==> src/rtl/sar_seq_pkg.sv <==
package sar_seq_pkg;

  typedef enum logic [2:0] {
    ST_IDLE,
    ST_ACQ,
    ST_CONV,
    ST_DONE,
    ST_OUTL,
    ST_OUTR
  } seqState_t;

  typedef struct packed {
    logic clearResult;
    logic captureOut;
    logic loadFirstTrial;
    logic decideBit;
    logic loadLeft;
    logic loadRight;
  } dpCtrl_t;

endpackage

==> src/rtl/sar_seq_ctrl.sv <==
module sar_seq_ctrl
  import sar_seq_pkg::*;
#(
  parameter int DATA_W        = 16,
  parameter int ACQ_CYCLES    = 8,
  parameter int SETTLE_CYCLES = 2,
  parameter int HOLD_CYCLES   = 4
) (
  input  logic    clk,
  input  logic    rstN,
  input  logic    frameTick,
  output dpCtrl_t dpCtrl,
  output logic    sampleSwitch,
  output logic    holdLeft,
  output logic    holdRight,
  output logic    sampleValid
);

  localparam int SLOT_CYCLES = SETTLE_CYCLES + HOLD_CYCLES + 1;
  localparam int CNT_MAX     = (ACQ_CYCLES > SLOT_CYCLES) ? ACQ_CYCLES : SLOT_CYCLES;
  localparam int CNT_W       = $clog2(CNT_MAX + 1);
  localparam int BIT_W       = $clog2(DATA_W);

  localparam logic [CNT_W-1:0] ACQ_LAST    = CNT_W'(ACQ_CYCLES - 1);
  localparam logic [CNT_W-1:0] STEP_LAST   = CNT_W'(SETTLE_CYCLES - 1);
  localparam logic [CNT_W-1:0] SLOT_LAST   = CNT_W'(SLOT_CYCLES - 1);
  localparam logic [CNT_W-1:0] HOLD_START  = CNT_W'(SETTLE_CYCLES);
  localparam logic [CNT_W-1:0] HOLD_END    = CNT_W'(SETTLE_CYCLES + HOLD_CYCLES);
  localparam logic [BIT_W-1:0] BIT_LAST    = BIT_W'(DATA_W - 1);

  seqState_t         state;
  logic [CNT_W-1:0]  cycCnt;
  logic [BIT_W-1:0]  bitCnt;

  logic acqEnd, stepEnd, slotEnd, inHoldWindow;

  assign acqEnd       = (state == ST_ACQ)  && (cycCnt == ACQ_LAST);
  assign stepEnd      = (state == ST_CONV) && (cycCnt == STEP_LAST);
  assign slotEnd      = (cycCnt == SLOT_LAST);
  assign inHoldWindow = (cycCnt >= HOLD_START) && (cycCnt < HOLD_END);

  always_ff @(posedge clk or negedge rstN) begin
    if (!rstN) begin
      state  <= ST_IDLE;
      cycCnt <= '0;
      bitCnt <= '0;
    end else begin
      case (state)
        ST_IDLE: begin
          if (frameTick) begin
            state  <= ST_ACQ;
            cycCnt <= '0;
          end
        end
        ST_ACQ: begin
          if (acqEnd) begin
            state  <= ST_CONV;
            cycCnt <= '0;
            bitCnt <= '0;
          end else begin
            cycCnt <= cycCnt + 1'b1;
          end
        end
        ST_CONV: begin
          if (stepEnd) begin
            cycCnt <= '0;
            if (bitCnt == BIT_LAST) begin
              state <= ST_DONE;
            end else begin
              bitCnt <= bitCnt + 1'b1;
            end
          end else begin
            cycCnt <= cycCnt + 1'b1;
          end
        end
        ST_DONE: begin
          state  <= ST_OUTL;
          cycCnt <= '0;
        end
        ST_OUTL: begin
          if (slotEnd) begin
            state  <= ST_OUTR;
            cycCnt <= '0;
          end else begin
            cycCnt <= cycCnt + 1'b1;
          end
        end
        ST_OUTR: begin
          if (slotEnd) begin
            state  <= ST_IDLE;
            cycCnt <= '0;
          end else begin
            cycCnt <= cycCnt + 1'b1;
          end
        end
        default: begin
          state  <= ST_IDLE;
          cycCnt <= '0;
        end
      endcase
    end
  end

  always_comb begin
    dpCtrl                = '0;
    dpCtrl.clearResult    = (state == ST_IDLE) && frameTick;
    dpCtrl.captureOut     = (state == ST_IDLE) && frameTick;
    dpCtrl.loadFirstTrial = acqEnd;
    dpCtrl.decideBit      = stepEnd;
    dpCtrl.loadLeft       = (state == ST_DONE);
    dpCtrl.loadRight      = (state == ST_OUTL) && slotEnd;
  end

  assign sampleSwitch = (state == ST_ACQ);
  assign sampleValid  = (state == ST_DONE);
  assign holdLeft     = (state == ST_OUTL) && inHoldWindow;
  assign holdRight    = (state == ST_OUTR) && inHoldWindow;


  switch_exclusive_chk: assert property (@(posedge clk) disable iff (!rstN)
    $onehot0({sampleSwitch, holdLeft, holdRight}));


  valid_single_chk: assert property (@(posedge clk) disable iff (!rstN)
    sampleValid |=> !sampleValid);


  acq_entry_chk: assert property (@(posedge clk) disable iff (!rstN)
    $rose(sampleSwitch) |-> $past(state) == ST_IDLE);


  acq_exit_chk: assert property (@(posedge clk) disable iff (!rstN)
    $fell(sampleSwitch) |-> state == ST_CONV && bitCnt == '0);

endmodule

==> src/rtl/sar_seq_datapath.sv <==
module sar_seq_datapath
  import sar_seq_pkg::*;
#(
  parameter int DATA_W = 16
) (
  input  logic              clk,
  input  logic              rstN,
  input  dpCtrl_t           dpCtrl,
  input  logic              compBit,
  input  logic [DATA_W-1:0] leftIn,
  input  logic [DATA_W-1:0] rightIn,
  output logic [DATA_W-1:0] dacWord,
  output logic [DATA_W-1:0] sampleOut
);

  localparam logic [DATA_W-1:0] TOP_BIT = {1'b1, {(DATA_W-1){1'b0}}};

  logic [DATA_W-1:0] result;
  logic [DATA_W-1:0] trialMask;
  logic [DATA_W-1:0] leftReg;
  logic [DATA_W-1:0] rightReg;
  logic [DATA_W-1:0] nextResult;
  logic [DATA_W-1:0] nextMask;

  assign nextResult = compBit ? (result | trialMask) : result;
  assign nextMask   = trialMask >> 1;

  always_ff @(posedge clk or negedge rstN) begin
    if (!rstN) begin
      result    <= '0;
      trialMask <= '0;
      dacWord   <= '0;
      leftReg   <= '0;
      rightReg  <= '0;
    end else begin
      if (dpCtrl.clearResult) begin
        result <= '0;
      end
      if (dpCtrl.captureOut) begin
        leftReg  <= leftIn;
        rightReg <= rightIn;
      end
      if (dpCtrl.loadFirstTrial) begin
        trialMask <= TOP_BIT;
        dacWord   <= TOP_BIT;
      end
      if (dpCtrl.decideBit) begin
        result    <= nextResult;
        trialMask <= nextMask;
        dacWord   <= nextResult | nextMask;
      end
      if (dpCtrl.loadLeft) begin
        dacWord <= leftReg;
      end
      if (dpCtrl.loadRight) begin
        dacWord <= rightReg;
      end
    end
  end

  assign sampleOut = result;


  trial_present_chk: assert property (@(posedge clk) disable iff (!rstN)
    dpCtrl.decideBit |-> $onehot(trialMask) && ((dacWord & trialMask) != '0));


  keep_rule_chk: assert property (@(posedge clk) disable iff (!rstN)
    dpCtrl.decideBit |=> ((result & $past(trialMask)) != '0) == $past(compBit));

endmodule

==> src/rtl/sar_dac_sequencer.sv <==
module sar_dac_sequencer
  import sar_seq_pkg::*;
#(
  parameter int DATA_W        = 16,
  parameter int ACQ_CYCLES    = 8,
  parameter int SETTLE_CYCLES = 2,
  parameter int HOLD_CYCLES   = 4
) (
  input  logic              clk,
  input  logic              rstN,
  input  logic              frameTick,
  input  logic              compBit,
  input  logic [DATA_W-1:0] leftIn,
  input  logic [DATA_W-1:0] rightIn,
  output logic [DATA_W-1:0] dacWord,
  output logic              sampleSwitch,
  output logic              holdLeft,
  output logic              holdRight,
  output logic [DATA_W-1:0] sampleOut,
  output logic              sampleValid
);

  dpCtrl_t dpCtrl;

  sar_seq_ctrl #(
    .DATA_W       (DATA_W),
    .ACQ_CYCLES   (ACQ_CYCLES),
    .SETTLE_CYCLES(SETTLE_CYCLES),
    .HOLD_CYCLES  (HOLD_CYCLES)
  ) ctrlInst (
    .clk         (clk),
    .rstN        (rstN),
    .frameTick   (frameTick),
    .dpCtrl      (dpCtrl),
    .sampleSwitch(sampleSwitch),
    .holdLeft    (holdLeft),
    .holdRight   (holdRight),
    .sampleValid (sampleValid)
  );

  sar_seq_datapath #(
    .DATA_W(DATA_W)
  ) dpInst (
    .clk      (clk),
    .rstN     (rstN),
    .dpCtrl   (dpCtrl),
    .compBit  (compBit),
    .leftIn   (leftIn),
    .rightIn  (rightIn),
    .dacWord  (dacWord),
    .sampleOut(sampleOut)
  );


  hold_left_stable_chk: assert property (@(posedge clk) disable iff (!rstN)
    holdLeft |-> $stable(dacWord));


  hold_right_stable_chk: assert property (@(posedge clk) disable iff (!rstN)
    holdRight |-> $stable(dacWord));


  search_switch_open_chk: assert property (@(posedge clk) disable iff (!rstN)
    dpCtrl.decideBit |-> !sampleSwitch);

endmodule

==> config.mk <==
export PLATFORM = sky130hd
export DESIGN_NAME = sar_dac_sequencer
export DESIGN_NICKNAME = d
export VERILOG_FILES = /design/src/rtl/sar_seq_pkg.sv /design/src/rtl/sar_seq_ctrl.sv /design/src/rtl/sar_seq_datapath.sv /design/src/rtl/sar_dac_sequencer.sv
export SDC_FILE = /design/constraint.sdc
export NUM_CORES = 1
export LEC_CHECK = 0
export ABC_CLOCK_PERIOD_IN_PS = 1900
export BUFFER_PORTS_ARGS = -buffer_cell sky130_fd_sc_hd__buf_2
export CAP_MARGIN = 25
export CORE_ASPECT_RATIO = 1.2
export CORE_MARGIN = 2
export CORE_UTILIZATION = 50
export DETAILED_ROUTE_END_ITERATION = 12
export GPL_TIMING_DRIVEN = 0
export PLACE_DENSITY = 0.72
export RECOVER_POWER = 50
export SLEW_MARGIN = 20
export SYNTH_ARGS = -nofsm -noshare
export SYNTH_HDL_FRONTEND = slang
export SYNTH_SLANG_ARGS = --single-unit
==> constraint.sdc <==
create_clock -name clk -period 1.9 [get_ports clk]
set_input_delay 0 -clock clk [delete_from_list [all_inputs] [get_ports clk]]
set_output_delay 0 -clock clk [all_outputs]
set_load 0.01 [all_outputs]
Yosys cells after proc, flatten, opt, wreduce, memory -nomap -nowiden
Cells that the tools add are included.
{"block": "classes", "n_addsub": 2, "magnitude_cmp": 2, "eq_ne": 16, "mux": 24, "n_bitwise": 2, "n_reduce_logical": 15}
{"op": "$mux W16", "count": 8}
{"op": "$mux W4", "count": 7}
{"op": "$mux W3", "count": 6}
{"op": "$pmux W3 S6", "count": 1}
{"op": "$or A16 B15 Y16", "count": 1}
{"op": "$or A16 B16 Y16", "count": 1}
{"op": "$pmux W4 S4", "count": 1}
{"op": "$add A4 B1 Y4 const B", "count": 2}
{"op": "$eq A4 B3 Y1 const B", "count": 2}
{"op": "$ne A2 B1 Y1 const B", "count": 4}
{"op": "$pmux W4 S2", "count": 1}
{"op": "$logic_and A1 B1 Y1", "count": 7}
{"op": "$eq A3 B2 Y1 const B", "count": 2}
{"op": "$eq A3 B3 Y1 const B", "count": 2}
{"op": "$ne A2 B2 Y1 const B", "count": 3}
{"op": "$reduce_and A6 Y1", "count": 1}
{"op": "$reduce_bool A2 Y1", "count": 3}
{"op": "$eq A4 B1 Y1 const B", "count": 1}
{"op": "$eq A4 B4 Y1 const B", "count": 1}
{"op": "$ge A4 B2 Y1 const B", "count": 1}
{"op": "$lt A4 B3 Y1 const B", "count": 1}
{"op": "$reduce_and A4 Y1", "count": 1}
{"op": "$reduce_bool A4 Y1", "count": 1}
{"op": "$eq A3 B1 Y1 const B", "count": 1}
{"op": "other kinds (2)", "count": 2}
{"block": "word_totals", "ff_bits": 91, "input_bits": 36, "output_inout_bits": 36, "wordCells": 69}

Depth between registers and ports, before layout
{"block": "logic_depth", "depth_word": 6, "ltp_mapped": 8, "mapped_depth_nobuf": 6}

Modules after synthesis
Synthesis repeated with hierarchy kept, for this count alone.
{"block": "hier_totals", "hier_cells": 419, "hier_area_um2": 4337.9}
{"mod": "sar_seq_datapath", "instances": 1, "cells_each": 332, "area_per_inst_um2": 3532.1, "seq_area_each_um2": 2001.9}
{"mod": "sar_seq_ctrl", "instances": 1, "cells_each": 87, "area_per_inst_um2": 805.8, "seq_area_each_um2": 275.3}

Worst setup path before layout
Ideal clock, no wire load.
{"block": "synth_path", "path_kind": "register -> register", "start": "reg ctrlInst.cycCnt[1]", "end": "reg dpInst.trialMask[10]", "setup_ps": 121, "arrival_ps": 1630, "required_ps": 1779, "setup_slack_ps": 149, "stages_incl_launch_ff": 9, "path_buffers": 2, "synth_period_minus_slack_ps": 1751, "path_cell_list": "dfrtp_1 > inv_1 > ha_1 > or3b_4 > nor2_4 > buf_6 > nor2_2 > buf_6 > a22o_1"}
{"block": "synth_between", "elab_chain_len": 3, "word_cells_on_any_way": 6, "cone_classes": "2 x eq/ne; 1 x mux; 3 x reduce/logical"}
{"item": "from (decl)", "line_no": "sar_seq_ctrl.sv:32", "rtl": "logic [CNT_W-1:0] cycCnt;"}
{"item": "from (signal assigned)", "line_no": "sar_seq_ctrl.sv:61", "rtl": "cycCnt <= cycCnt + 1'b1;"}
{"item": "from (signal assigned)", "line_no": "sar_seq_ctrl.sv:73", "rtl": "cycCnt <= cycCnt + 1'b1;"}
{"item": "from (signal assigned)", "line_no": "sar_seq_ctrl.sv:85", "rtl": "cycCnt <= cycCnt + 1'b1;"}
{"item": "$eq A4 B1 Y1 or $eq A4 B3 Y1 (tied branches)", "line_no": "sar_seq_ctrl.sv:38, sar_seq_ctrl.sv:37"}
{"item": "$logic_and A1 B1 Y1 (on tied branches)", "line_no": "sar_seq_ctrl.sv:38, sar_seq_ctrl.sv:37"}
{"item": "$mux W16 or $reduce_bool A2 Y1 (tied branches)"}
{"item": "to (signal assigned)", "line_no": "sar_seq_datapath.sv:49", "rtl": "trialMask <= nextMask;"}
{"item": "to (decl)", "line_no": "sar_seq_datapath.sv:19", "rtl": "logic [DATA_W-1:0] trialMask;"}
Parallel ways exist; a longest one is shown, timed or not.
A chain may end at the register's enable or synchronous reset.

Worst setup path after layout
{"block": "layout_path", "start": "reg ctrlInst.cycCnt[1]", "end": "reg dpInst.trialMask[13]"}
The elaborated chain is that of the path after synthesis.

==> impl_summary.txt <==
----------------------------------------------------
[Placement]
  Total instance count after detailed placement ... around 570
  Final Wtd Congestion ... roughly 0.8
  Post-DP HPWL ... approximately 7000 um
  Count of input and output buffers ... 70
  Post-placement setup slack ... -0.0663 ns

[Yosys]
  Number of synthesized flops with an enable pin ... 0
  Most common flop cell mapped by yosys ... dfrtp_1
  Gate count after technology mapping ... 407
  Sequential-to-total area share from yosys stat ... 0.554
  Count of yosys warnings during synthesis ... 0
  Most area-consuming cells after synthesis ... dfrtp_1 (55%), nand2_1 (10%), a21oi_1 (3.3%)
  Register bit count reported by yosys ... 91
  Nets in the synthesized netlist ... about 450
  Cell area after technology mapping ... roughly 0.0041 sq mm
  Largest area contributor in the netlist ... dfrtp_1
  Fraction of synthesized cell area taken by the top area cell type ... 0.554
  Synth async-reset ratio ... 1.00
  Synthesized area divided by synthesized cell count ... ~10 sq um
  Distinct cell type count after synthesis ... 48

[Global route]
  Global-route usage over all layers ... 0.245
  Congestion Overflow GR ... 0
  Global-route wire length before repair ... around 17,000 um
  Number of antenna violations at the first check in global routing ... 0
  Largest net degree at the start of global routing ... 57
  Number of global-route vias before repair ... between 3k and 4k

[Routing]
  Avg Vias per Cell ... approximately 5.6
  Routed WL per cell ... roughly 17 um
  Total number of vias ... ~3.6k
  Antenna viol nets, final ... 0
  Post-route DRC ... 0
  1st-iter DRT viols ... a little under 300
  Wire length after detailed routing ... ~11,000 um
  Drt pass-1 iters ... 5

[Power]
  Peak ir drop on the vdd network ... a little under 700 uV
  Internal power ... approximately 3.6 mW
  Part of the total power dissipated in sequential elements ... 0.490
  Switching fraction of total power ... 0.357
  P_sw ... 1.99 mW
  Post-route total power ... 5.57 mW
  Share of power burned in combinational logic ... 0.289
  Clk network pwr share ... 0.221
  Leakage ... around 2.8 nW
  P per Cell Area ... about 1100 mW/mm^2

[Run]
  Count of maximum capacitance violations ... 0

[Timing]
  RSZ-0062 raised after global routing ... true
  Actual slew at the worst max-slew pin ... 0.970 ns
  Max Fclk ... 540 MHz
  Post-Route Skew ... about 0.013 ns
  Final max-slew violation count ... 0
  Endpoints failing hold ... 0
  Minimum period implied by the final worst setup slack ... around 1.9 ns
  Final setup slack of the worst path ... roughly 0.050 ns
  Tcrit/Tclk final ... 0.974
  Total of endpoints with negative setup slack in the final report ... 0
  Max-Slew Margin vs Limit ... 0.353

[Setup path]
  Cell seen most often among critical-path stages ... buf_6
  Critical path data arrival time ... ~2.1 ns
  Number of buffers and inverters on the critical path ... 3
  Critical Path Fanout Max ... 10
  Path type of the worst setup path ... flop to flop
  Sequence of cells on the critical path ... inv_1 > ha_1 > or3b_4 > nor2_4 > buf_6 > nor2_2 > buf_6 > a22o_1
  Critical path's slowest cell ... dfrtp_1
  CP peak stage delay ... approximately 0.43 ns
  Sort of element at the end of the critical path ... flop
  Required @ worst endpoint ... 2.15 ns
  Startpoint type of the worst setup path ... flop
  Category of cells accounting for the largest share of critical-path delay ... simple AND/OR/NAND/NOR gates

[Clock tree]
  Insertion delay of the later-clocked pin in the worst-skew pair ... ~0.37 ns
  Root Buffer ... clkbuf_8
  Clock buffer count from CTS ... 9
  Clock transition time at the flip-flop clock pins of the worst setup and hold paths ... around 0.09 ns
  Clock Sink Count ... roughly 90
  CTS tree ... done
  Clock Tree Buf Depth ... 2
  Count of H-tree levels built during CTS ... 3

[Final layout]
  Non-filler cells, final ... 631
  Commonest cells after routing, fill and taps aside ... nand2_1 (109), dfrtp_1 (91), buf_2 (71)
  Area growth from synthesis to layout ... 28.0%
  Antenna diodes ... 0
  Share of layout cells above drive strength 1 ... 0.254
  Leading cell type in the layout, fill and taps excluded ... nand2_1
  Post-route core utilization ... 0.653
  Net count, final ... between 500 and 600

[Floorplanning]
  Core box area ... about 0.0081 sq mm
  Floorplan die area ... 0.00896 sq mm
  Die extent in y ... just over 100 um
  Initial core utilization ... 0.510
  Standard-cell rows ... 36
  Die X ... between 80 and 90 um
  I/O Pins ... between 70 and 80

[Outcome]
  Run status ... finished, final reports clean

[Min path]
  Hold/Removal Path Class ... primary input to flop

----------------------------------------------------
-- power by group through the flow --
stage / Combinational [mW] / Clock, mW / Sequential [mW]
2_1_floorplan: 0.975 / 0 / 2.72
3_3_place_gp: 1.42 / 0 / 2.73
3_5_place_dp: 1.48 / 0 / 2.74
4_1_cts: 1.57 / 1.25 / 2.71
5_1_grt: 1.81 / 1.33 / 2.78
6_report: 1.61 / 1.23 / 2.73
-- layout make-up --
class / instances / area, sq um
timing repair buffer: 115 / 782
clock inverter: 7 / 56.3
buffer: 23 / 151
clock buffer: 9 / 124
inverter: 5 / 18.8
fill: 640 / 2800
multi-input combinational: 286 / 1730
sequential: 91 / 2280
tap: 95 / 119
-- path summary, 6_finish.rpt --
check / cells after the start / to / from / slack [ns]
setup / recovery: 8 / dpInst.trialMask[13] / ctrlInst.cycCnt[1] / 0.05
hold / removal: 4 / ctrlInst.cycCnt[2] / frameTick / 0.04
setup reg to reg: 8 / dpInst.trialMask[13] / ctrlInst.cycCnt[1] / 0.05
hold reg to reg: 2 / dpInst.rightReg[13] / dpInst.rightReg[13] / 0.48
max in group asynchronous: 3 / dpInst.rightReg[15] / rstN / 0.78
min in group asynchronous: 2 / dpInst.leftReg[14] / rstN / 0.33
-- per-stage QoR --
stage                     setup TNS (ns)  hold slack, ns  area [sq um]
after floorplan                        0          -0.296          4110
after global placement             -1.39           0.190          4580
after detailed placement          -0.160         -0.0733          4610
after CTS                        -0.0321         0.00447          5170
after global routing              -0.535          0.0670          5260
final                                  0          0.0351          5260
-- synthesized netlist by cell type (2+ instances only) --
| master | n |
|---|---|
| dfrtp_1 | 91 |
| and2_1 | 2 |
| a221oi_1 | 10 |
| buf_2 | 10 |
| nor3b_1 | 4 |
| nor2_1 | 34 |
| o211ai_1 | 3 |
| nand3_1 | 2 |
| clkbuf_1 | 9 |
| mux2i_1 | 3 |
| a211o_1 | 12 |
| and3_1 | 3 |
| o21ai_0 | 3 |
| nand2_1 | 110 |
| inv_1 | 4 |
| buf_6 | 5 |
| o2bb2ai_1 | 12 |
| a22o_1 | 15 |
| nand2b_1 | 6 |
| ha_1 | 4 |
| nor3_1 | 3 |
| a21oi_1 | 27 |
| o2bb2ai_2 | 4 |
| o22ai_1 | 7 |
-- sequential cells by signal, indices dropped and copies added (netlist names) --
register,count
ctrlInst.bitCnt,4
ctrlInst.cycCnt,4
ctrlInst.state,3
dpInst.dacWord,16
dpInst.leftReg,16
dpInst.rightReg,16
dpInst.sampleOut,16
dpInst.trialMask,16
-- worst min-delay path: cells and delay by family --
family,cells,cell delay [ns]
buffers and inverters,1,0.13
and+or+nand+nor,3,0.23
-- cell families after synthesis --
logic type,count (synthesis),share of synthesized area
compound gates,98,0.184
buf+inv,30,0.0405
fa+ha+maj,4,0.0122
xor+xnor,1,0.00213
flops,91,0.554
simple gates,179,0.197
mux,4,0.0100
-- what timing repair did --
action / CTS / global route
endpoints found under the hold margin: 123 / 0
setup buffers: 4 / 5
cloned: 0 / 2
gates resized for setup: 6 / 18
endpoints found under the setup margin: 20 / 75
hold buffers: 33 / 0
pin swaps: 1 / 4
-- routing by layer --
layer,up-vias,wire [um],global-route usage
li1,1666,-,-
met1,1762,4660,0.330
met2,118,5300,0.405
met3,19,417,0.0302
met4,0,218,0.101
met5,-,0,0
Note: power is estimated with default switching activity, not from simulation.
